===== config.mk =====
export PLATFORM = sky130hd
export DESIGN_NAME = trig_seq
export DESIGN_NICKNAME = d
export VERILOG_FILES = /design/src/rtl/trig_seq_pkg.sv /design/src/rtl/trig_seq_regs.sv /design/src/rtl/trig_seq_prio.sv /design/src/rtl/trig_seq_fsm.sv /design/src/rtl/trig_seq.sv
export SDC_FILE = /design/constraint.sdc
export NUM_CORES = 1
export LEC_CHECK = 0
export BUFFER_PORTS_ARGS = -buffer_cell sky130_fd_sc_hd__buf_4
export CORE_MARGIN = 2
export CORE_UTILIZATION = 30
export CTS_CLUSTER_SIZE = 24
export DETAILED_ROUTE_END_ITERATION = 7
export SKIP_CTS_REPAIR_TIMING = 1
export SYNTH_ARGS = -nofsm -noshare
export SYNTH_HDL_FRONTEND = slang
export SYNTH_SLANG_ARGS = --single-unit
export TNS_END_PERCENT = 30

===== constraint.sdc =====
create_clock -name clk_i -period 1.7 [get_ports clk_i]
set_input_delay 0.085 -clock clk_i [delete_from_list [all_inputs] [get_ports clk_i]]
set_output_delay 0.085 -clock clk_i [all_outputs]
set_load 0.01 [all_outputs]

===== src/rtl/trig_seq_pkg.sv =====
package trig_seq_pkg;
  localparam int CODE_W = 4;
  localparam int N_STEP = 3;

  typedef enum logic [2:0] {
    ST_IDLE  = 3'd0,
    ST_ONE   = 3'd1,
    ST_TWO   = 3'd2,
    ST_THREE = 3'd3,
    ST_FINAL = 3'd4
  } seq_st_e;

  function automatic seq_st_e step_target(input logic [CODE_W-1:0] code, input seq_st_e cur);
    case (code)
      4'h0:    step_target = ST_FINAL;
      4'h1:    step_target = ST_TWO;
      4'h2:    step_target = ST_THREE;
      default: step_target = cur;
    endcase
  endfunction
endpackage


===== src/rtl/trig_seq_regs.sv =====
module trig_seq_regs
  import trig_seq_pkg::*;
#(
  parameter int DW   = 8,
  parameter int N_CH = 4
) (
  input  logic                     clk_i,
  input  logic                     rst_ni,
  input  logic                     wr_i,
  input  logic [1:0]               bank_i,
  input  logic [DW-1:0]            wdata_i,
  input  logic                     arm_i,
  input  logic [N_CH-1:0]          flags_i,
  output logic [N_STEP*CODE_W-1:0] code_o,
  output logic [DW-1:0]            rdata_o
);
  logic [CODE_W-1:0] sc_q [N_STEP];

  for (genvar g = 0; g < N_STEP; g++) begin : g_step
    always_ff @(posedge clk_i or negedge rst_ni) begin
      if (!rst_ni)                                   sc_q[g] <= '0;
      else if (wr_i && !arm_i && bank_i == 2'(g))    sc_q[g] <= wdata_i[CODE_W-1:0];
    end
    assign code_o[g*CODE_W +: CODE_W] = sc_q[g];
  end

  always_comb begin
    rdata_o = '0;
    case (bank_i)
      2'd0:    rdata_o[CODE_W-1:0] = sc_q[0];
      2'd1:    rdata_o[CODE_W-1:0] = sc_q[1];
      2'd2:    rdata_o[CODE_W-1:0] = sc_q[2];
      default: rdata_o[N_CH-1:0]   = flags_i;
    endcase
  end
endmodule


===== src/rtl/trig_seq_prio.sv =====
module trig_seq_prio #(
  parameter int N_CH = 4
) (
  input  logic [N_CH-1:0] req_i,
  output logic            hit_o,
  output logic [N_CH-1:0] gnt_o
);
  for (genvar i = 0; i < N_CH; i++) begin : g_gnt
    if (i == 0) begin : g_lsb
      assign gnt_o[i] = req_i[i];
    end else begin : g_up
      assign gnt_o[i] = req_i[i] & ~|req_i[i-1:0];
    end
  end
  assign hit_o = |req_i;
endmodule


===== src/rtl/trig_seq_fsm.sv =====
module trig_seq_fsm
  import trig_seq_pkg::*;
#(
  parameter int N_CH = 4
) (
  input  logic                     clk_i,
  input  logic                     rst_ni,
  input  logic                     arm_i,
  input  logic                     hit_i,
  input  logic [N_CH-1:0]          gnt_i,
  input  logic [N_STEP*CODE_W-1:0] code_i,
  output logic [2:0]               state_o,
  output logic                     trig_o,
  output logic [N_CH-1:0]          flags_o
);
  seq_st_e           st_q, st_d;
  logic              trig_q, trig_d;
  logic [N_CH-1:0]   flg_q, flg_d;
  logic [CODE_W-1:0] cur_code;

  always_comb begin
    cur_code = '0;
    case (st_q)
      ST_ONE:   cur_code = code_i[0        +: CODE_W];
      ST_TWO:   cur_code = code_i[CODE_W   +: CODE_W];
      ST_THREE: cur_code = code_i[2*CODE_W +: CODE_W];
      default:  cur_code = '0;
    endcase
  end

  always_comb begin
    st_d   = st_q;
    trig_d = 1'b0;
    flg_d  = flg_q;
    if (!arm_i) begin
      st_d = ST_IDLE;
    end else begin
      case (st_q)
        ST_IDLE: begin
          st_d  = ST_ONE;
          flg_d = '0;
        end
        ST_ONE, ST_TWO, ST_THREE: begin
          if (hit_i) begin
            st_d = step_target(cur_code, st_q);
            if (st_d == ST_FINAL) begin
              trig_d = 1'b1;
              flg_d  = gnt_i;
            end
          end
        end
        default: st_d = st_q;
      endcase
    end
  end

  always_ff @(posedge clk_i or negedge rst_ni) begin
    if (!rst_ni) begin
      st_q   <= ST_IDLE;
      trig_q <= 1'b0;
      flg_q  <= '0;
    end else begin
      st_q   <= st_d;
      trig_q <= trig_d;
      flg_q  <= flg_d;
    end
  end

  assign state_o = st_q;
  assign trig_o  = trig_q;
  assign flags_o = flg_q;
endmodule


===== src/rtl/trig_seq.sv =====
module trig_seq
  import trig_seq_pkg::*;
#(
  parameter int DW   = 8,
  parameter int N_CH = 4
) (
  input  logic            clk_i,
  input  logic            rst_ni,
  input  logic            wr_i,
  input  logic [1:0]      bank_sel_i,
  input  logic [DW-1:0]   wdata_i,
  output logic [DW-1:0]   rdata_o,
  input  logic            arm_i,
  input  logic [N_CH-1:0] match_i,
  input  logic [N_CH-1:0] cmp_en_i,
  output logic [2:0]      state_o,
  output logic            trig_o
);
  logic [N_STEP*CODE_W-1:0] sc_flat;
  logic [N_CH-1:0]          flags;
  logic [N_CH-1:0]          gnt;
  logic                     hit;

  trig_seq_regs #(.DW(DW), .N_CH(N_CH)) u_regs (
    .clk_i   (clk_i),
    .rst_ni  (rst_ni),
    .wr_i    (wr_i),
    .bank_i  (bank_sel_i),
    .wdata_i (wdata_i),
    .arm_i   (arm_i),
    .flags_i (flags),
    .code_o  (sc_flat),
    .rdata_o (rdata_o)
  );

  trig_seq_prio #(.N_CH(N_CH)) u_prio (
    .req_i (match_i & cmp_en_i),
    .hit_o (hit),
    .gnt_o (gnt)
  );

  trig_seq_fsm #(.N_CH(N_CH)) u_fsm (
    .clk_i   (clk_i),
    .rst_ni  (rst_ni),
    .arm_i   (arm_i),
    .hit_i   (hit),
    .gnt_i   (gnt),
    .code_i  (sc_flat),
    .state_o (state_o),
    .trig_o  (trig_o),
    .flags_o (flags)
  );
endmodule


# Word-level counts from Yosys, hierarchy flattened
# Cells that the tools add are included.
totals:
  ff_bits: 20
  input_bits: 22
  out_inout_bits: 12
  word_cells: 56
classes:
  eq_ne: 12
  muxes: 16
  bitwise_logic: 4
  n_reduce_logical: 18
op_table:
  columns: ["op", "n"]
  rows:
  - ["one-hot mux 4 bit (3 select lines)", 2]
  - ["2-to-1 mux 3 bit", 5]
  - ["one-hot mux 3 bit (3 select lines)", 1]
  - ["2-to-1 mux 4 bit", 2]
  - ["one-hot mux 4 bit (2 select lines)", 1]
  - ["== test 3 x 2 -> 1 bit, second input constant", 2]
  - ["one-hot mux 3 bit (2 select lines)", 1]
  - ["OR reduction 3 bit", 2]
  - ["AND 4 bit", 1]
  - ["== test 4 x 1 -> 1 bit, second input constant", 1]
  - ["== test 4 x 2 -> 1 bit, second input constant", 1]
  - ["logical AND 1 bit", 4]
  - ["zero test 1 bit", 4]
  - ["zero test 4 bit", 1]
  - ["2-to-1 mux 1 bit", 4]
  - ["AND reduction 4 bit", 1]
  - ["OR reduction 4 bit", 1]
  - ["AND 1 bit", 3]
  - ["== test 3 x 1 -> 1 bit, second input constant", 1]
  - ["== test 3 bit, second input constant", 1]
  - ["zero test 3 bit", 1]
  - ["!= test 3 x 1 -> 1 bit, second input constant", 1]
  - ["!= test 3 bit, second input constant", 1]
  - ["== test 2 x 1 -> 1 bit, second input constant", 1]
  - ["other kinds (7)", 7]

# Depth between registers and ports, before layout
# Gate-level depths: netlist (run 1).
logic_depth:
  word_depth: 12
  depth_mapped: 6
  ltp_nobuf: 5

# Cells and area by module
# From an unflattened synthesis (run 1), not the netlist that was laid out.
hier_totals:
  hier_cells: 106
  area_unflattened_um2: 1280.0
modules_own_cells:
  columns: ["mod", "instances", "cells_per_inst", "area_each_um2", "seq_area_each_um2"]
  rows:
  - ["trig_seq_regs", 1, 37, 641.9, 300.3]
  - ["trig_seq_fsm", 1, 60, 575.6, 200.2]
  - ["trig_seq_prio", 1, 5, 37.5, 0.0]
  - ["trig_seq", 1, 4, 25.0, 0.0]

# Worst setup path after synthesis (run 1)
# Ideal clock, no wire load.
synth_timing:
  kind: "register to register"
  from: "register u_fsm.st_q[1], in the netlist u_fsm.state_o[1]"
  to: "register u_fsm.flg_q[3], in the netlist u_fsm.flags_o[3]"
  setup_time_ps: 121
  t_arrival_ps: 1581
  t_required_ps: 1579
  slack_ps: -2
  stages_incl_launch_ff: 7
  path_buffers: 1
  period_less_slack_ps: 1702
  path_cell_list: "dfrtp_1 buf_6 nor3_2 a221oi_2 nor4_2 o211ai_1 a22o_1"
synth_between:
  elab_chain_len: 10
  word_cells_on_any_way: 19
  cone_classes: "eq/ne: 8; mux: 6; reduce/logical: 5"
synth_lines:
  columns: ["element", "line", "rtl"]
  rows:
  - ["start, declared", "trig_seq_fsm.sv:16", "seq_st_e st_q, st_d;"]
  - ["start signal, assigned", "trig_seq_fsm.sv:63", "st_q <= st_d;"]
  - ["== test 3 x 2 -> 1 bit / == test 3 x 1 -> 1 bit (equally long branches)", "trig_seq_fsm.sv:23, trig_seq_fsm.sv:38", null]
  - ["one-hot mux 4 bit (3 select lines)", "trig_seq_fsm.sv:23", "case (st_q)"]
  - ["== test 4 x 2 -> 1 bit (tied with other cells)", "trig_seq_pkg.sv:14", "case (code)"]
  - ["one-hot mux 3 bit (3 select lines)", "trig_seq_pkg.sv:14", null]
  - ["2-to-1 mux 3 bit", "trig_seq_fsm.sv:44", "if (hit_i) begin"]
  - ["2-to-1 mux 3 bit", "trig_seq_fsm.sv:38", "case (st_q)"]
  - ["2-to-1 mux 3 bit", "trig_seq_fsm.sv:35", "if (!arm_i) begin"]
  - ["== test 3 bit", "trig_seq_fsm.sv:46", "if (st_d == ST_FINAL) begin"]
  - ["!= test 2 x 1 -> 1 bit (no source line)", null, null]
  - ["AND reduction 4 bit (no source line)", null, null]
  - ["end signal, assigned", "trig_seq_fsm.sv:65", "flg_q <= flg_d;"]
  - ["end, declared", "trig_seq_fsm.sv:18", "logic [N_CH-1:0] flg_q, flg_d;"]
# Parallel ways exist; a longest one is shown, timed or not. The select of a mux whose other input is x is not followed.
# A chain may end at the register's enable or synchronous reset.

# Worst setup path after layout (run 1)
layout_timing:
  from: "register u_fsm.st_q[0], in the netlist u_fsm.state_o[0]"
  to: "register u_fsm.flg_q[0], in the netlist u_fsm.flags_o[0]"
# Same word-level chain as after synthesis.

==> out/qor.yml, run 1 <==
clock_network:
  cts_sinks: 20
  clk_path_buf_depth: 2
  clk_pin_slew_worst_paths_ps: 80
  worstSkewPairLatency_ps: 270
  htreeDepth: 1
  cts_root_buffer: "clkbuf_8"
  cts_tree: "yes"
  cts_buffers: 3
worst_setup_path:
  cp-end-kind: "flip-flop"
  worst-path-buf-inv: 0
  startpoint_type: "flip-flop"
  slowest_delay_ps: 430
  crit_slowest_cell: "dfrtp_2"
  critPathKind: "flip-flop to flip-flop"
  rr_startpoint: "u_fsm.state_o[0]$_DFFE_PN0P_"
  critPathRequiredTime_ps: 1850
  r2r_setup_slack_ps: -40
  crit_fanout: 6
  crit_chain: "mux2i_1 -> a211oi_1 -> nor4_2 -> o211ai_1 -> a32o_2"
  cp_data_arrival_time_ps: 1890
  r2r-end: "u_fsm.flags_o[0]$_DFFE_PN0P_"
  r2r_cells: 5
  crit_family: "compound AO/OA/AOI/OAI gates"
drt:
  finalWirelength_microns: 2520
  drc_errors: 0
  postRouteAntennaNets: 0
  wl_per_cell_microns: 14.2
  vias: 892
  first_pass_iters: 4
  via_per_inst: 5.04
  first_iter_violations: 23
timing:
  slew_viol_final: 0
  timing.fmax_mhz: 575
  skew_ps: 8.17
  finalSetupViolations: 4
  rsz0062_at_grt: "true"
  final.period_utilization: 1.02
  period_needed_ps: 1740
  timing.final.ws_setup_ps: -37.7
  holdWs_ps: 65.5
  hold_viol: 0
  tns_ps: -102
global_routing:
  antenna_found_initial: 0
  grt_pass1_wl_microns: 4290
  grt-ovfl-total: 0
  grt_max_degree: 21
  first_global_vias: 937
  track_usage: 0.133
logic_synthesis:
  synth_common_cells: "dfrtp_1, mux2_2, a21oi_1"
  synthArstFlopShare: 1.00
  avgSynthCellArea_sq_um: 12.7
  yosys.area.top_type: "dfrtp_1"
  yosys_warnings: 0
  synth_area_leaders: "dfrtp_1, mux2_2, mux4_2"
  synth_top_area_frac: 0.449
  synth.most_common_cell: "dfrtp_1"
  synth_edf_count: 0
  ys_types: 33
  synth-seq-area-share: 0.449
  ys.flop_type: "dfrtp_1"
  synth-seq-cells: 20
  synth_cells: 88
  syn-cell-area_sq_mm: 0.00111
final_layout:
  final.fill_count: 339
  n_antenna_cell: 0
  final_util: 0.419
  nets: 152
  area_growth_syn_to_layout_pct: 35.6
  layout-drive-gt1-share: 0.550
hold_path:
  min_path_type: "primary input to flip-flop"
  whs_path_depth: 2
  min_to: "u_regs.code_o[10]$_DFFE_PN0P_"
  min_from: "wdata_i[2]"
floorplanning:
  start_util: 0.309
  die-area_sq_mm: 0.00422
  rows: 22
  die_w_microns: 64.9
  io-pin-count: 34
  die_y_microns: 64.9
  core_sq_mm: 0.00361
status:
  violations: "setup timing"
  run_status: "complete, but fails checks"
placement:
  gp_congestion: 0.864
  io_buffers: 25
  hpwl_microns: 1980
power_and_ir_drop:
  cellPowerDensity_mw_per_mm2: 1210
  ir_drop_mv: 0.390
  p_leak_uw: 0.000670
job:
  max_cap_viol_count: 0
cells in the final DEF (no fill, tap or decap), types with 2 or more instances in the layout:
| master | instances |
|---|---|
| a211oi_1 | 3 |
| a21oi_1 | 5 |
| a32o_1 | 2 |
| buf_4 | 40 |
| clkbuf_8 | 4 |
| conb_1 | 4 |
| dfrtp_1 | 19 |
| inv_1 | 2 |
| mux2_2 | 12 |
| mux2i_1 | 2 |
| mux4_2 | 4 |
| nand2_1 | 3 |
| nor2_1 | 3 |
| nor4_2 | 2 |
| nor4bb_1 | 2 |
| o21ai_0 | 3 |
state kept, by name, summed over array words and instances, names as in the netlist:
signal and flops:
u_fsm.state_o 3, u_fsm.flags_o 4, u_regs.code_o 12, u_fsm.trig_o 1
power by group:
| group | switching [uW] | leakage (uW) | internal (uW) |
|---|---|---|---|
| clock | 162 | 0.0000288 | 207 |
| combinational | 331 | 0.000390 | 433 |
| sequential | 104 | 0.000252 | 584 |
| total | 597 | 0.000670 | 1220 |
stage by stage:
| stage | cells | setup WS, ps | power (uW) | instance area [sq um] |
|---|---|---|---|---|
| after floorplan | 91 | 8.07 | 1100 | 1120 |
| after CTS | 174 | -86.1 | 1780 | 1470 |
| after detailed placement | 170 | -72.4 | 1410 | 1410 |
| after global placement | 170 | -26.4 | 1390 | 1410 |
| after global routing | 177 | -151 | 1930 | 1510 |
| final | 177 | -37.7 | 1820 | 1510 |
cells by family (layout without fill, tap and decap cells):
| kind of cell | count (synthesis) | count (layout) | share of synthesized area |
|---|---|---|---|
| AND/OR/NAND/NOR | 17 | 17 | 0.113 |
| flip-flops | 20 | 20 | 0.449 |
| buffers and inverters | 9 | 47 | 0.0584 |
| AO/OA/AOI/OAI | 23 | 23 | 0.155 |
| other | 1 | 4 | 0.00337 |
| multiplexers | 18 | 18 | 0.220 |
worst register-to-register path, delay by kind of cell (launching register included):
family	cells	cell delay, ps
AOI/OAI and AO/OA	3	630
DFF	1	430
and+or+nand+nor	1	380
muxes	1	200
area by class of cell:
class	instances	area, sq um	area share
repair buffers	41	310	0.205
multi-input cells	62	576	0.381
clock buffers	4	55.1	0.0365
flip-flops and latches	20	502	0.332
well taps	48	60.1	0.0398
inverters	2	7.51	0.00497
how the worst max path moves through the flow:
| stage | from | endpoint | slack [ps] | depth (start not counted) |
|---|---|---|---|---|
| after floorplan | u_fsm.state_o[0]$_DFFE_PN0P_ | u_fsm.flags_o[3]$_DFFE_PN0P_ | 8 | 6 |
| after global placement | u_fsm.state_o[0]$_DFFE_PN0P_ | u_fsm.flags_o[3]$_DFFE_PN0P_ | -30 | 5 |
| after detailed placement | u_fsm.state_o[0]$_DFFE_PN0P_ | u_fsm.flags_o[3]$_DFFE_PN0P_ | -70 | 6 |
| after CTS | u_fsm.state_o[0]$_DFFE_PN0P_ | u_fsm.flags_o[3]$_DFFE_PN0P_ | -90 | 6 |
| after global routing | u_fsm.state_o[0]$_DFFE_PN0P_ | u_fsm.flags_o[0]$_DFFE_PN0P_ | -150 | 6 |
| final | u_fsm.state_o[0]$_DFFE_PN0P_ | u_fsm.flags_o[0]$_DFFE_PN0P_ | -40 | 5 |
layer usage:
metal  wire (microns)  vias to the layer above  global-route usage
met5                0                        -                   0
met4               27                        0              0.0479
met3               83                        4              0.0260
met2             1400                       21               0.244
met1             1000                      451               0.153
li1                 -                      416                   -
Note: power is estimated with default switching activity, not from simulation.
==> run 2: changes to the inputs <==
Settings changed: CAP_MARGIN from default to 30, REMOVE_ABC_BUFFERS from default to 1, SKIP_LAST_GASP from default to 1.
==> run 2 against run 1 <==
Compared with the run above:
- highest routed layer unchanged
- via count down 0.45%
- critical path type unchanged
- setup slack lost 140 ps
- clock power is 2% lower
- the run still ends with setup timing left
- combinational power rose by 2.9%
==> out/qor.yml, run 2 (synthesized netlist as in run 1, its figures left out) <==
timing:
  timing.fmax_mhz: 533
  hold_viol: 0
  timing.final.ws_setup_ps: -176
  period_needed_ps: 1880
  tightest_slew_ps: 596
  finalSetupViolations: 4
  slew_headroom: 0.597
  skew_ps: 6.64
  tns_ps: -658
  final.period_utilization: 1.10
  rsz0062_at_grt: "true"
  slew_viol_final: 0
worst_setup_path:
  crit_slowest_cell: "dfrtp_2"
  cp_data_arrival_time_ps: 2030
  r2r-end: "u_fsm.flags_o[0]$_DFFE_PN0P_"
  crit_fanout: 7
  slowest_delay_ps: 440
  critPathRequiredTime_ps: 1850
  r2r_setup_slack_ps: -180
  cp-end-kind: "flip-flop"
  crit_end: "u_fsm.flags_o[0]$_DFFE_PN0P_"
  crit_chain: "mux2i_2 -> a211oi_2 -> nor4_2 -> buf_4 -> o211ai_1 -> buf_4 -> a32o_2"
  r2r_cells: 7
  rr_startpoint: "u_fsm.state_o[0]$_DFFE_PN0P_"
  cp-startpoint: "u_fsm.state_o[0]$_DFFE_PN0P_"
  critPathKind: "flip-flop to flip-flop"
  crit_top_cell: "buf_4"
  startpoint_type: "flip-flop"
drt:
  wl_per_cell_microns: 14.9
  first_iter_violations: 33
  finalWirelength_microns: 2650
  first_pass_iters: 4
  postRouteAntennaNets: 0
  via_per_inst: 4.99
  drc_errors: 0
  vias: 888
placement:
  gp_congestion: 0.887
  dp_cells: 170
  hpwl_microns: 1950
  io_buffers: 25
clock_network:
  cts_buffers: 3
  clk_pin_slew_worst_paths_ps: 80
  clk_path_buf_depth: 2
  cts_root_buffer: "clkbuf_8"
  htreeDepth: 1
  cts_sinks: 20
  cts_tree: "yes"
  worstSkewPairLatency_ps: 260
floorplanning:
  start_util: 0.309
  die_w_microns: 64.9
  die_y_microns: 64.9
  die-area_sq_mm: 0.00422
  rows: 22
  io-pin-count: 34
  core_sq_mm: 0.00361
global_routing:
  antenna_found_initial: 0
  first_global_vias: 853
  track_usage: 0.125
  grt-ovfl-total: 0
  grt_max_degree: 21
  grt_pass1_wl_microns: 3930
power_and_ir_drop:
  power_uw: 1850
  cellPowerDensity_mw_per_mm2: 1220
  ir_drop_mv: 0.390
  p_leak_uw: 0.000673
final_layout:
  final_common_cell: "buf_4"
  mostFrequentLayoutCells: "buf_4, dfrtp_1, mux2_2, a21oi_1"
  layout-drive-gt1-share: 0.577
  area_growth_syn_to_layout_pct: 36.5
  nets: 153
  regArea_sq_um: 503
  final_util: 0.422
  final.fill_count: 335
  stdcell_count: 178
  largest_register_ffs: 12
  multi_input_area_sq_um: 577
  n_antenna_cell: 0
status:
  violations: "setup timing"
  run_status: "complete, but fails checks"
hold_path:
  min_path_type: "primary input to flip-flop"
job:
  max_cap_viol_count: 0
[run 2: cell types whose count changed in the layout (fill, tap and decap cells not counted), sizes merged]
cell	change
buf	+1
[run 2: report_power, final]
part | internal [uW] | total, uW | switching (uW)
Clock | 206 | 363 | 157
Combinational | 446 | 786 | 340
Sequential | 584 | 702 | 118
Total | 1240 | 1850 | 614
[run 2: stage by stage]
stage,setup slack (ps),hold slack (ps),instance area [sq um]
after floorplan,-63.0,-211,1070
after global placement,-39.3,-22.1,1410
after detailed placement,-105,-22.5,1410
after CTS,-134,-301,1470
after global routing,-205,73.0,1520
final,-176,73.0,1520
[run 2: layer usage]
| layer | routed length [microns] | global-route usage | vias to the layer above |
|---|---|---|---|
| li1 | - | - | 419 |
| met1 | 1160 | 0.155 | 443 |
| met2 | 1350 | 0.201 | 24 |
| met3 | 98 | 0.0295 | 2 |
| met4 | 34 | 0.0638 | 0 |
| met5 | 0 | 0 | - |
[run 2: critical path, delay by kind of cell, from the launching register on]
kind                   cells  cell delay [ps]
DFF                        1              440
AOI/OAI and AO/OA          3              440
buffers and inverters      2              350
and+or+nand+nor            1              290
muxes                      1              260
[run 2: cell type report]
class	count	share of cell area
Timing Repair Buffer	42	0.209
Inverter	2	0.00494
Tap cell	48	0.0395
Multi-Input combinational cell	62	0.379
Sequential cell	20	0.331
Clock buffer	4	0.0362
[run 2: worst min path at each step]
stage,start,endpoint,slack [ps],cells past startpoint
final,wdata_i[0],u_regs.code_o[4]$_DFFE_PN0P_,70,2
after global routing,wdata_i[1],u_regs.code_o[1]$_DFFE_PN0P_,70,2
after CTS,rst_ni,u_regs.code_o[5]$_DFFE_PN0P_,-300,1
after detailed placement,rst_ni,u_regs.code_o[10]$_DFFE_PN0P_,-20,1
after global placement,rst_ni,u_regs.code_o[10]$_DFFE_PN0P_,-20,1
after floorplan,rst_ni,u_fsm.flags_o[0]$_DFFE_PN0P_,-210,0
==> run 3: changes to the inputs <==
Settings changed: ABC_AREA from default to 1.
==> run 3 against run 2 <==
Compared with the run above:
- the flow now finishes without violations
- sequential power shrank 2%
- cell area is essentially flat
- first-iteration DRC count grew 64%
- register-to-register slack gained 390 ps
- highest routed layer unchanged
- flip-flop and latch count is the same
- clock skew shrank 3.4 ps
- largest power group unchanged
- largest cell class unchanged
- via count grew 29%
- core utilization shrank 3.6 points
==> out/qor.yml, run 3 <==
logic_synthesis:
  ys.flop_type: "dfrtp_1"
  synth_top_family_by_area: "simple AND/OR/NAND/NOR gates"
  synth_top_area_frac: 0.414
  yosys_warnings: 0
  synth_xor_area_frac: 0
  synth.most_common_cell: "nand2_1"
  avgSynthCellArea_sq_um: 7.11
  synth_area_leaders: "dfrtp_1, nand2_1, inv_1"
  synth_edf_count: 0
  syn-cell-area_sq_mm: 0.00121
  ys_types: 21
  yosys.area.top_type: "dfrtp_1"
  synthMuxAreaShare: 0
  synth_compound_area_frac: 0.0756
  synth-seq-area-share: 0.414
  synth_common_cells: "nand2_1, dfrtp_1, inv_1"
  synthArstFlopShare: 1.00
  synth_cells: 170
  synth-seq-cells: 20
  synth_simple_gate_area_frac: 0.420
  synth-adder-area-share: 0
final_layout:
  largest_register_ffs: 12
  final_util: 0.386
  final.fill_count: 412
  stdcell_count: 249
  final_common_cell: "nand2_1"
  nets: 222
  mostFrequentLayoutCells: "nand2_1, buf_4, dfrtp_1, inv_1"
  layout-drive-gt1-share: 0.211
  area_growth_syn_to_layout_pct: 25.9
  n_antenna_cell: 0
clock_network:
  clk_path_buf_depth: 2
  worstSkewPairLatency_ps: 260
  cts_buffers: 3
  htreeDepth: 1
  cts_root_buffer: "clkbuf_8"
  cts_sinks: 20
  clk_pin_slew_worst_paths_ps: 80
  cts_tree: "yes"
timing:
  skew_ps: 3.21
  final.period_utilization: 0.871
  tns_ps: 0
  finalSetupViolations: 0
  timing.fmax_mhz: 675
  hold_viol: 0
  slew_viol_final: 0
  rsz0062_at_grt: "false"
  holdWs_ps: 112
  period_needed_ps: 1480
placement:
  io_buffers: 25
  hpwl_microns: 2140
  dp_cells: 244
  gp_congestion: 0.816
floorplanning:
  die-area_sq_mm: 0.00455
  start_util: 0.307
  io-pin-count: 34
  die_w_microns: 67.5
  core_sq_mm: 0.00394
  die_y_microns: 67.5
  rows: 23
status:
  run_status: "completed"
drt:
  drc_errors: 0
  finalWirelength_microns: 2830
  via_per_inst: 4.60
  first_iter_violations: 54
  wl_per_cell_microns: 11.4
  postRouteAntennaNets: 0
  vias: 1146
  first_pass_iters: 4
job:
  max_cap_viol_count: 0
global_routing:
  grt_max_degree: 21
  grt_pass1_wl_microns: 4810
  grt-ovfl-total: 0
  antenna_found_initial: 0
  track_usage: 0.141
  first_global_vias: 1058
worst_setup_path:
  startpoint_type: "flip-flop"
  cp-end-kind: "flip-flop"
  crit_fanout: 6
  cp_data_arrival_time_ps: 1640
  critPathRequiredTime_ps: 1860
  critPathKind: "flip-flop to flip-flop"
hold_path:
  min_path_type: "primary input to flip-flop"
power_and_ir_drop:
  power_uw: 1910
  p_leak_uw: 0.000815
  ir_drop_mv: 0.625
  cellPowerDensity_mw_per_mm2: 1260
[run 3: logic make-up after synthesis]
family | after synthesis
other cells | 1
buf+inv | 24
flops | 20
compound gates | 16
simple gates | 109
[run 3: power by group]
group          leakage (uW)  internal (uW)  switching (uW)
sequential         0.000260            585             105
combinational      0.000519            291             447
clock             0.0000357            315             172
total              0.000815           1190             724
[run 3: path summary, 6_finish.rpt]
check	start	endpoint	slack (ps)	cells past startpoint
max in group asynchronous	rst_ni	u_regs.code_o[4]$_DFFE_PN0P_	1250	2
min	wdata_i[3]	u_regs.code_o[11]$_DFFE_PN0P_	110	3
min reg2reg	u_fsm.flags_o[0]$_DFFE_PN0P_	u_fsm.flags_o[0]$_DFFE_PN0P_	490	2
max reg2reg	u_fsm.state_o[1]$_DFFE_PN0P_	u_fsm.flags_o[2]$_DFFE_PN0P_	220	7
max	u_fsm.state_o[1]$_DFFE_PN0P_	u_fsm.flags_o[2]$_DFFE_PN0P_	220	7
min in group asynchronous	rst_ni	u_fsm.state_o[0]$_DFFE_PN0P_	240	2
[run 3: final cells by class]
| cell class | instances | area [sq um] | share of cell area |
|---|---|---|---|
| clock buffers | 3 | 41.3 | 0.0271 |
| clock inverters | 1 | 30.0 | 0.0197 |
| inverters | 20 | 75.1 | 0.0493 |
| multi-input cells | 129 | 614 | 0.404 |
| flip-flops and latches | 20 | 500 | 0.329 |
| well taps | 50 | 62.6 | 0.0411 |
| repair buffers | 26 | 198 | 0.130 |
[run 3: worst max-delay path: stages, from the launching register on]
cell and delay (ps):
dfrtp_1 460, inv_2 130, nor2_1 70, nor2_2 260
or2_4 210, nand4_4 110, nand2_1 80, nand2_1 50
[run 3: stage by stage]
stage	setup slack [ps]	cell area (sq um)
final	219	1520
after global routing	101	1520
after CTS	217	1510
after detailed placement	225	1440
after global placement	248	1440
after floorplan	371	1190
[run 3: routing by layer]
layer / part of all wire / vias up / global-route usage
met5: 0 / - / 0
met1: 0.48 / 516 / 0.188
met2: 0.47 / 28 / 0.235
met4: 0.0085 / 0 / 0.0230
li1: - / 597 / -
met3: 0.049 / 5 / 0.0350
